==> src/rtl/rfsh_pkg.sv <==
package rfsh_pkg;

  typedef enum logic [1:0] {
    ST_IDLE = 2'd0,
    ST_ROW  = 2'd1,
    ST_GAP  = 2'd2
  } rfshState_t;

  typedef struct packed {
    logic clrOffset;
    logic incOffset;
    logic advanceBase;
  } rfshStrobe_t;

endpackage

==> src/rtl/rfsh_row_ctrl.sv <==
module rfsh_row_ctrl
  import rfsh_pkg::*;
(
  input  logic        clk,
  input  logic        rstN,
  input  logic        pulseStart,
  input  logic        refreshEn,
  input  logic        rowDone,
  input  logic        lastRow,
  output rfshStrobe_t strobe,
  output logic        rowReq,
  output logic        bundleDone
);

  rfshState_t stateQ, stateD;
  logic       doneD;

  always_comb begin
    stateD = stateQ;
    strobe = '0;
    doneD  = 1'b0;
    unique case (stateQ)
      ST_IDLE: begin
        if (pulseStart) begin
          strobe.clrOffset = 1'b1;
          stateD           = ST_ROW;
        end
      end
      ST_ROW: begin
        if (rowDone) begin
          if (lastRow) begin
            strobe.advanceBase = 1'b1;
            strobe.clrOffset   = 1'b1;
            doneD              = 1'b1;
            stateD             = ST_IDLE;
          end else begin
            stateD = ST_GAP;
          end
        end
      end
      ST_GAP: begin
        // The datapath ANDs this request with refreshEn.
        strobe.incOffset = 1'b1;
        if (refreshEn) stateD = ST_ROW;
      end
      default: stateD = ST_IDLE;
    endcase
  end

  always_ff @(posedge clk) begin
    if (!rstN) begin
      stateQ     <= ST_IDLE;
      bundleDone <= 1'b0;
    end else begin
      stateQ     <= stateD;
      bundleDone <= doneD;
    end
  end

  assign rowReq = (stateQ == ST_ROW);

endmodule

==> src/rtl/rfsh_row_dp.sv <==
module rfsh_row_dp
  import rfsh_pkg::*;
#(
  parameter int ROW_W       = 16,
  parameter int BUNDLE_ROWS = 8
) (
  input  logic             clk,
  input  logic             rstN,
  input  logic             refreshEn,
  input  rfshStrobe_t      strobe,
  output logic             lastRow,
  output logic [ROW_W-1:0] rowAddr
);

  localparam int OFF_W = (BUNDLE_ROWS > 1) ? $clog2(BUNDLE_ROWS) : 1;
  localparam logic [OFF_W-1:0] LAST_OFF = OFF_W'(BUNDLE_ROWS - 1);
  localparam logic [ROW_W-1:0] BASE_STEP = ROW_W'(BUNDLE_ROWS);
  localparam bit POW2 = (BUNDLE_ROWS > 1) && ((BUNDLE_ROWS & (BUNDLE_ROWS - 1)) == 0);

  logic [ROW_W-1:0] basePtr;
  logic [OFF_W-1:0] offset;
  logic             incGate;

  // Incrementer enable gated by the refresh-enable level.
  assign incGate = strobe.incOffset & refreshEn;

  always_ff @(posedge clk) begin
    if (!rstN) begin
      offset <= '0;
    end else if (strobe.clrOffset) begin
      offset <= '0;
    end else if (incGate) begin
      offset <= offset + 1'b1;
    end
  end

  always_ff @(posedge clk) begin
    if (!rstN) begin
      basePtr <= '0;
    end else if (strobe.advanceBase) begin
      basePtr <= basePtr + BASE_STEP;
    end
  end

  assign lastRow = (offset == LAST_OFF);

  generate
    if (POW2) begin : g_concat
      // The base stays bundle-aligned, so the offset fills the low bits.
      assign rowAddr = {basePtr[ROW_W-1:OFF_W], offset};
    end else begin : g_adder
      assign rowAddr = basePtr + ROW_W'(offset);
    end
  endgenerate

endmodule

==> src/rtl/rfsh_row_gen.sv <==
module rfsh_row_gen
  import rfsh_pkg::*;
#(
  parameter int ROW_W       = 16,
  parameter int BUNDLE_ROWS = 8
) (
  input  logic             clk,
  input  logic             rstN,
  input  logic             pulseStart,
  input  logic             refreshEn,
  input  logic             rowDone,
  output logic [ROW_W-1:0] rowAddr,
  output logic             rowReq,
  output logic             bundleDone
);

  rfshStrobe_t strobe;
  logic        lastRow;

  rfsh_row_ctrl u_ctrl (
    .clk        (clk),
    .rstN       (rstN),
    .pulseStart (pulseStart),
    .refreshEn  (refreshEn),
    .rowDone    (rowDone),
    .lastRow    (lastRow),
    .strobe     (strobe),
    .rowReq     (rowReq),
    .bundleDone (bundleDone)
  );

  rfsh_row_dp #(
    .ROW_W       (ROW_W),
    .BUNDLE_ROWS (BUNDLE_ROWS)
  ) u_dp (
    .clk       (clk),
    .rstN      (rstN),
    .refreshEn (refreshEn),
    .strobe    (strobe),
    .lastRow   (lastRow),
    .rowAddr   (rowAddr)
  );

endmodule

==> config.mk <==
export PLATFORM = sky130hd
export DESIGN_NAME = rfsh_row_gen
export DESIGN_NICKNAME = d
export VERILOG_FILES = /design/src/rtl/rfsh_pkg.sv /design/src/rtl/rfsh_row_ctrl.sv /design/src/rtl/rfsh_row_dp.sv /design/src/rtl/rfsh_row_gen.sv
export SDC_FILE = /design/constraint.sdc
export NUM_CORES = 1
export LEC_CHECK = 0
export BUFFER_PORTS_ARGS = -buffer_cell sky130_fd_sc_hd__buf_2
export CORE_MARGIN = 4
export CORE_UTILIZATION = 51
export CTS_CLUSTER_SIZE = 14
export DETAILED_ROUTE_END_ITERATION = 16
export PLACE_DENSITY = 0.77
export SETUP_SLACK_MARGIN = 0.05
export SLEW_MARGIN = 10
export SYNTH_ARGS = -nofsm -noshare
export SYNTH_HDL_FRONTEND = slang
export SYNTH_SLANG_ARGS = --single-unit
export TNS_END_PERCENT = 20
==> constraint.sdc <==
create_clock -name clk -period 1.9 [get_ports clk]
set_input_delay 0.095 -clock clk [delete_from_list [all_inputs] [get_ports clk]]
set_output_delay 0.095 -clock clk [all_outputs]
set_load 0.02 [all_outputs]
==> results_dict.tcl, run 1 <==
set metrics [dict create \
    path_max_fanout 7 \
    grt_pass1_vias 674 \
    vias 747 \
    antenna_cells 0 \
    rows 15 \
    io_buffers 22 \
    layout_min_cycle_time_ps 1710 \
    synth_area_um2 948 \
    grt_usage_pct 14.0 \
    postCtsResizedCells 0 \
    tritoncts "yes" \
    synth_cell_types 32 \
    cts_root_buffer "clkbuf_4" \
    synth_warnings 0 \
    end_kind "flop" \
    setup_tns_ps 0 \
    rsz0062_at_grt "no" \
    layout_common_cells "buf_2, dfxtp_1, and2_1" \
    total_power_mw 0.644 \
    leakagePower_nw 0.560 \
    crit_end "u_dp.basePtr[6]" \
    syn2layout_area_growth_pct 16.0 \
    maxSlewViolCount 0 \
    first_pass_iters 4 \
    hold_path_class "in2reg" \
    synthCells 96 \
    ctsHoldBuffers 0 \
    die-area_um2 2610 \
    final_cell_area_um2 1100 \
    post_dp_cell_area_um2 1070 \
    r2r_cells 6 \
    worst_slack_ps 186 \
    cap_violations 0 \
    via_per_inst 5.19 \
    numClockSinks 19 \
    slew_headroom_pct 76.8 \
    regToRegEndpoint "u_dp.basePtr[6]" \
    start_util_pct 54.3 \
    drt-total-wl_mm 1.74 \
    antenna_found_initial 0 \
    numCtsBuffers 3 \
    final_core_util_pct 63.0 \
    min_delay_path_depth 3 \
    p_per_area_nw_per_um2 586 \
    startpoint "u_dp.offset[0]" \
    htree_levels 1 \
    hpwlAfterDp_mm 1.31 \
    io_pins 23 \
    setup_viol 0 \
    drive_gt1_share_pct 25.2 \
    clockBufferDepth 2 \
    grt.overflow.total 0 \
    fmax_ghz 0.583 \
    avgSynthCellArea_um2 9.88 \
    pre_cts_slack_ps 201 \
    tightest_slew_ps 345 \
    skew_ps 1.13 \
    gp_congestion 0.784 \
    nFillCells 164 \
    peakVddDrop_mv 0.419 \
    status "complete, no violations" \
    yosysSeqAreaShare_pct 40.1 \
    core_area_um2 1750 \
    cp.arrival_ps 1910 \
    die_width_um 51.1 \
    drt-wirelength-per-cell_um 12.1 \
    syn_nets 104 \
    synth_seq_cells 19 \
    r2r_start "u_dp.offset[0]" \
    nNetsFinal 128 \
    post_cts_buffers 0 \
    cp-start-kind "flop" \
    drc 0 \
    ant_nets 0 \
    drt_iter0_markers 11 \
    final_common_cell "buf_2" \
    finalCritPeriodShare_pct 90.2 \
    critPathRequiredTime_ps 2090 \
    grt_start_max_net_pins 20 \
    reg2reg_slack_ps 190 \
    clock_latency_ps 290 \
    die_y_um 51.1 \
    path_class "reg2reg" \
    grt_first_pass_wirelength_mm 2.78 \
    clk_pin_slew_ps 100 \
    hold_viol_final 0 \
]
[logic make-up (layout without fill, tap and decap cells)]
group,count (synthesis),count (layout),synth area share [%]
AO/OA/AOI/OAI,6,6,3.96
AND/OR/NAND/NOR,47,47,34.0
adder cells (fa/ha/maj),3,3,3.96
XOR/XNOR,11,11,10.2
flip-flops,19,19,40.1
multiplexers,5,5,5.28
buffers and inverters,5,28,2.51
[how the worst min path moves through the flow]
| stage | startpoint | end | slack, ps |
|---|---|---|---|
| global placement | u_dp.basePtr[15] | u_dp.basePtr[15] | 450 |
| finish | rowDone | u_ctrl.stateQ[1] | 160 |
| global route | rowDone | u_ctrl.stateQ[1] | 190 |
| detailed placement | rowDone | u_ctrl.stateQ[1] | 460 |
| floorplan | rstN | u_ctrl.bundleDone | 220 |
| CTS | rowDone | u_ctrl.stateQ[1] | 150 |
[power by group]
| group | internal [mW] | switching (mW) |
|---|---|---|
| clock network | 0.0815 | 0.118 |
| logic | 0.0153 | 0.0204 |
| registers | 0.401 | 0.00706 |
[cells in the mapped netlist, drive strengths merged]
library cell,number,area (um^2)
nor2b,1,6.26
o21ai,2,10.0
nor4,1,21.3
nor3b,1,7.51
dfxtp,19,380
and4,1,8.76
nor3,2,15.0
nand4,4,40.0
a21boi,1,7.51
clkbuf,1,3.75
and4b,1,10.0
nand2,7,26.3
nand2b,3,18.8
nand3,3,15.0
nor4b,1,15.0
and3,1,6.26
xor2,5,43.8
nor2,7,26.3
ha,3,37.5
nand4b,1,23.8
xnor2,6,52.6
mux2i,5,50.1
inv,2,7.51
a31oi,1,6.26
a211oi,1,7.51
and2,12,75.1
nand3b,1,7.51
o22ai,1,6.26
buf,2,12.5
[worst max-delay path, stage by stage, from the launching register on]
cell	delay, ps
dfxtp_1	380
ha_1	160
ha_1	250
and4b_1	390
nand4_1	150
xnor2_1	140
and2_1	150
[sequential cells by signal (all words and copies together) (netlist names)]
| signal | cells |
|---|---|
| u_ctrl.bundleDone | 1 |
| u_ctrl.stateQ | 2 |
| u_dp.basePtr | 13 |
| u_dp.offset | 3 |
[routing by layer]
metal,up-vias,part of all wire [%],GRT usage [%]
met5,-,0,0
li1,375,-,-
met3,2,5.0,3.21
met2,13,49,24.0
met4,0,0.86,6.73
met1,357,45,16.4
[layout make-up]
class / instances / area (um^2) / area share [%]
Sequential cell: 19 / 380 / 34.6
Clock buffer: 4 / 26.3 / 2.39
Tap cell: 25 / 31.3 / 2.84
Multi-Input combinational cell: 72 / 544 / 49.5
Timing Repair Buffer: 22 / 110 / 10.0
Inverter: 2 / 7.51 / 0.683
[metrics by stage]
stage          std cells  hold WS, ps
5_1_grt              144          185
2_1_floorplan         96          217
6_report             144          158
4_1_cts              144          153
3_5_place_dp         140          464
3_3_place_gp         140          454
(Power assumes the default switching activity.)
==> inputs of run 2 (changes only) <==
ABC_AREA = 1   (was not set)
==> run 2 against run 1 <==
Register-to-register slack better by 150 ps; die area grew 1.0%; area after synthesis grew 1.2%; global-route usage increased by 1.9 points; setup slack improved by 150 ps; non-clock buffer count is the same; worst hold slack worse by 58 ps; sequential power is 4% higher; combinational power grew to 3.2 times the previous value; synthesized cell count is 38% higher.
==> results_dict.tcl, run 2 <==
set metrics [dict create \
    grt_usage_pct 16.0 \
    reg2reg_slack_ps 340 \
    status "complete, no violations" \
    regArea_um2 380 \
    die-area_um2 2640 \
    die_y_um 51.4 \
    first_pass_iters 4 \
    skew_ps 5.90 \
    drt-total-wl_mm 1.87 \
    gp_congestion 0.844 \
    path_max_fanout 8 \
    drc 0 \
    synth_seq_cells 19 \
    numCtsBuffers 3 \
    r2r_start "u_dp.offset[0]" \
    nNetsFinal 166 \
    synthCells 132 \
    clock_latency_ps 300 \
    hpwlAfterDp_mm 1.48 \
    setup_viol 0 \
    postCtsResizedCells 0 \
    layout_common_cells "nand2_1, buf_2, dfxtp_1" \
    largest_register "u_dp.basePtr" \
    path_class "reg2reg" \
    avgSynthCellArea_um2 7.27 \
    setup_tns_ps 0 \
    synth_area_um2 960 \
    clk_pin_slew_ps 110 \
    reg_top3 "u_dp.basePtr x13, u_dp.offset x3, u_ctrl.stateQ x2" \
    hold_path_class "in2reg" \
    final_common_cell "nand2_1" \
    comb_power_share_pct 15.6 \
    io_pins 23 \
    drt_iter0_markers 12 \
    multi_input_area_um2 503 \
    rows 15 \
    core_area_um2 1760 \
    hold_viol_final 0 \
    maxSlewViolCount 0 \
    nFillCells 173 \
    post-synth-top-count-cell "nand2_1" \
    cts_root_buffer "clkbuf_4" \
    min_from "refreshEn" \
    r2r_cells 9 \
    pre_cts_slack_ps 352 \
    min_delay_path_depth 3 \
    end_kind "flop" \
    p_per_area_nw_per_um2 663 \
    via_per_inst 4.90 \
    clockBufferDepth 2 \
    antenna_found_initial 0 \
    yosysSeqAreaShare_pct 39.6 \
    antenna_cells 0 \
    rsz0062_at_grt "no" \
    ctsHoldBuffers 0 \
    io_buffers 22 \
    layout_min_cycle_time_ps 1560 \
    synth_commonest_cells "nand2_1, dfxtp_1, inv_1, nor2_1" \
    drive_gt1_share_pct 23.6 \
    grt_first_pass_wirelength_mm 3.19 \
    async_reset_ff_share_pct 0 \
    synth_warnings 0 \
    grt.overflow.total 0 \
    syn_nets 140 \
    seqPwrFrac_pct 57.1 \
    final_core_util_pct 63.7 \
    worst_slack_ps 335 \
    leakagePower_nw 0.578 \
    die_width_um 51.4 \
    p_int_mw 0.525 \
    grt_pass1_vias 795 \
    slew_headroom_pct 79.7 \
    cap_violations 0 \
    post_cts_buffers 0 \
    critPathRequiredTime_ps 2110 \
    synth_area_leaders "dfxtp_1, nand2_1, inv_1, nor2_1, a21oi_1" \
    cp-start-kind "flop" \
    vias 892 \
    htree_levels 1 \
    p_sw_mw 0.220 \
    tritoncts "yes" \
    synth_cell_types 23 \
    fmax_ghz 0.639 \
    grt_start_max_net_pins 17 \
    drt-wirelength-per-cell_um 10.3 \
    yosys_most_used_dff "dfxtp_1" \
    syn2layout_area_growth_pct 17.1 \
    start_util_pct 54.4 \
    pwr-share-clk_pct 27.3 \
    p_sw_share_pct 29.5 \
    whs_ps 99.6 \
    synth_edf_count 0 \
    peakVddDrop_mv 0.522 \
    synth.largest_area_cell "dfxtp_1" \
    regToRegEndpoint "u_dp.basePtr[9]" \
    min_to "u_dp.offset[1]" \
    largest_register_ffs 13 \
    cp.arrival_ps 1770 \
    finalCritPeriodShare_pct 82.4 \
    synth_top_cell_area_share_pct 39.6 \
    ant_nets 0 \
    tightest_slew_ps 305 \
    numClockSinks 19 \
]
run 2: changes by cell type after synthesis, moves of 3 or more:
cell      change
a21oi_1       +8
and2_1       -12
inv_1        +16
mux2i_1       -5
nand2_1      +24
nand2b_1      -3
nand3_1       +5
nor2_1       +11
xnor2_1       -6
xor2_1        -4
run 2: logic make-up (layout without fill, tap and decap cells):
| family | count (synthesis) | count (layout) | share of synthesized area, % |
|---|---|---|---|
| XOR/XNOR | 1 | 1 | 0.913 |
| AND/OR/NAND/NOR | 74 | 74 | 38.2 |
| adder cells (fa/ha/maj) | 3 | 3 | 3.91 |
| buffers and inverters | 20 | 45 | 7.95 |
| flip-flops | 19 | 19 | 39.6 |
| AO/OA/AOI/OAI | 15 | 15 | 9.39 |
run 2: layout make-up:
type	count	area share, %
multi-input combinational	93	44.8
sequential	19	33.9
timing repair buffer	22	9.80
inverter	19	6.35
tap	25	2.78
clock buffer	3	2.00
clock inverter	1	0.445
run 2: per-layer routing:
layer	vias up	global-route usage, %	routed length [um]
met5	-	0	0
met1	400	19.3	864
li1	472	-	-
met4	0	11.4	44
met3	5	3.79	62
met2	15	24.6	900
run 2: worst max-delay path by stage:
stage	slack, ps	from	to
floorplan	330	u_dp.offset[0]	u_dp.basePtr[9]
global placement	440	u_dp.offset[0]	u_dp.basePtr[9]
detailed placement	350	u_dp.offset[0]	u_dp.basePtr[15]
CTS	320	u_dp.offset[0]	u_dp.basePtr[9]
global route	160	u_dp.offset[0]	u_dp.basePtr[9]
finish	340	u_dp.offset[0]	u_dp.basePtr[9]
run 2: power groups by stage:
stage	clock, mW	sequential, mW	combinational [mW]
detailed placement	0	0.434	0.116
CTS	0.213	0.425	0.116
global placement	0	0.433	0.108
global route	0.227	0.426	0.128
floorplan	0	0.434	0.0836
finish	0.203	0.425	0.116
run 2: critical path: stages (launching register included):
cell	delay, ps
dfxtp_1	380
ha_1	170
ha_1	210
nand2_2	110
nor2_8	200
nand2_1	90
inv_1	80
nand2_1	80
o21ai_2	110
nor2_1	50
run 2: through the flow:
| stage | std cells | power, mW | cell area [um^2] |
|---|---|---|---|
| after CTS | 182 | 0.753 | 1120 |
| after floorplan | 132 | 0.517 | 960 |
| after detailed placement | 178 | 0.549 | 1100 |
| after global routing | 182 | 0.782 | 1120 |
| after global placement | 178 | 0.542 | 1100 |
| final | 182 | 0.745 | 1120 |
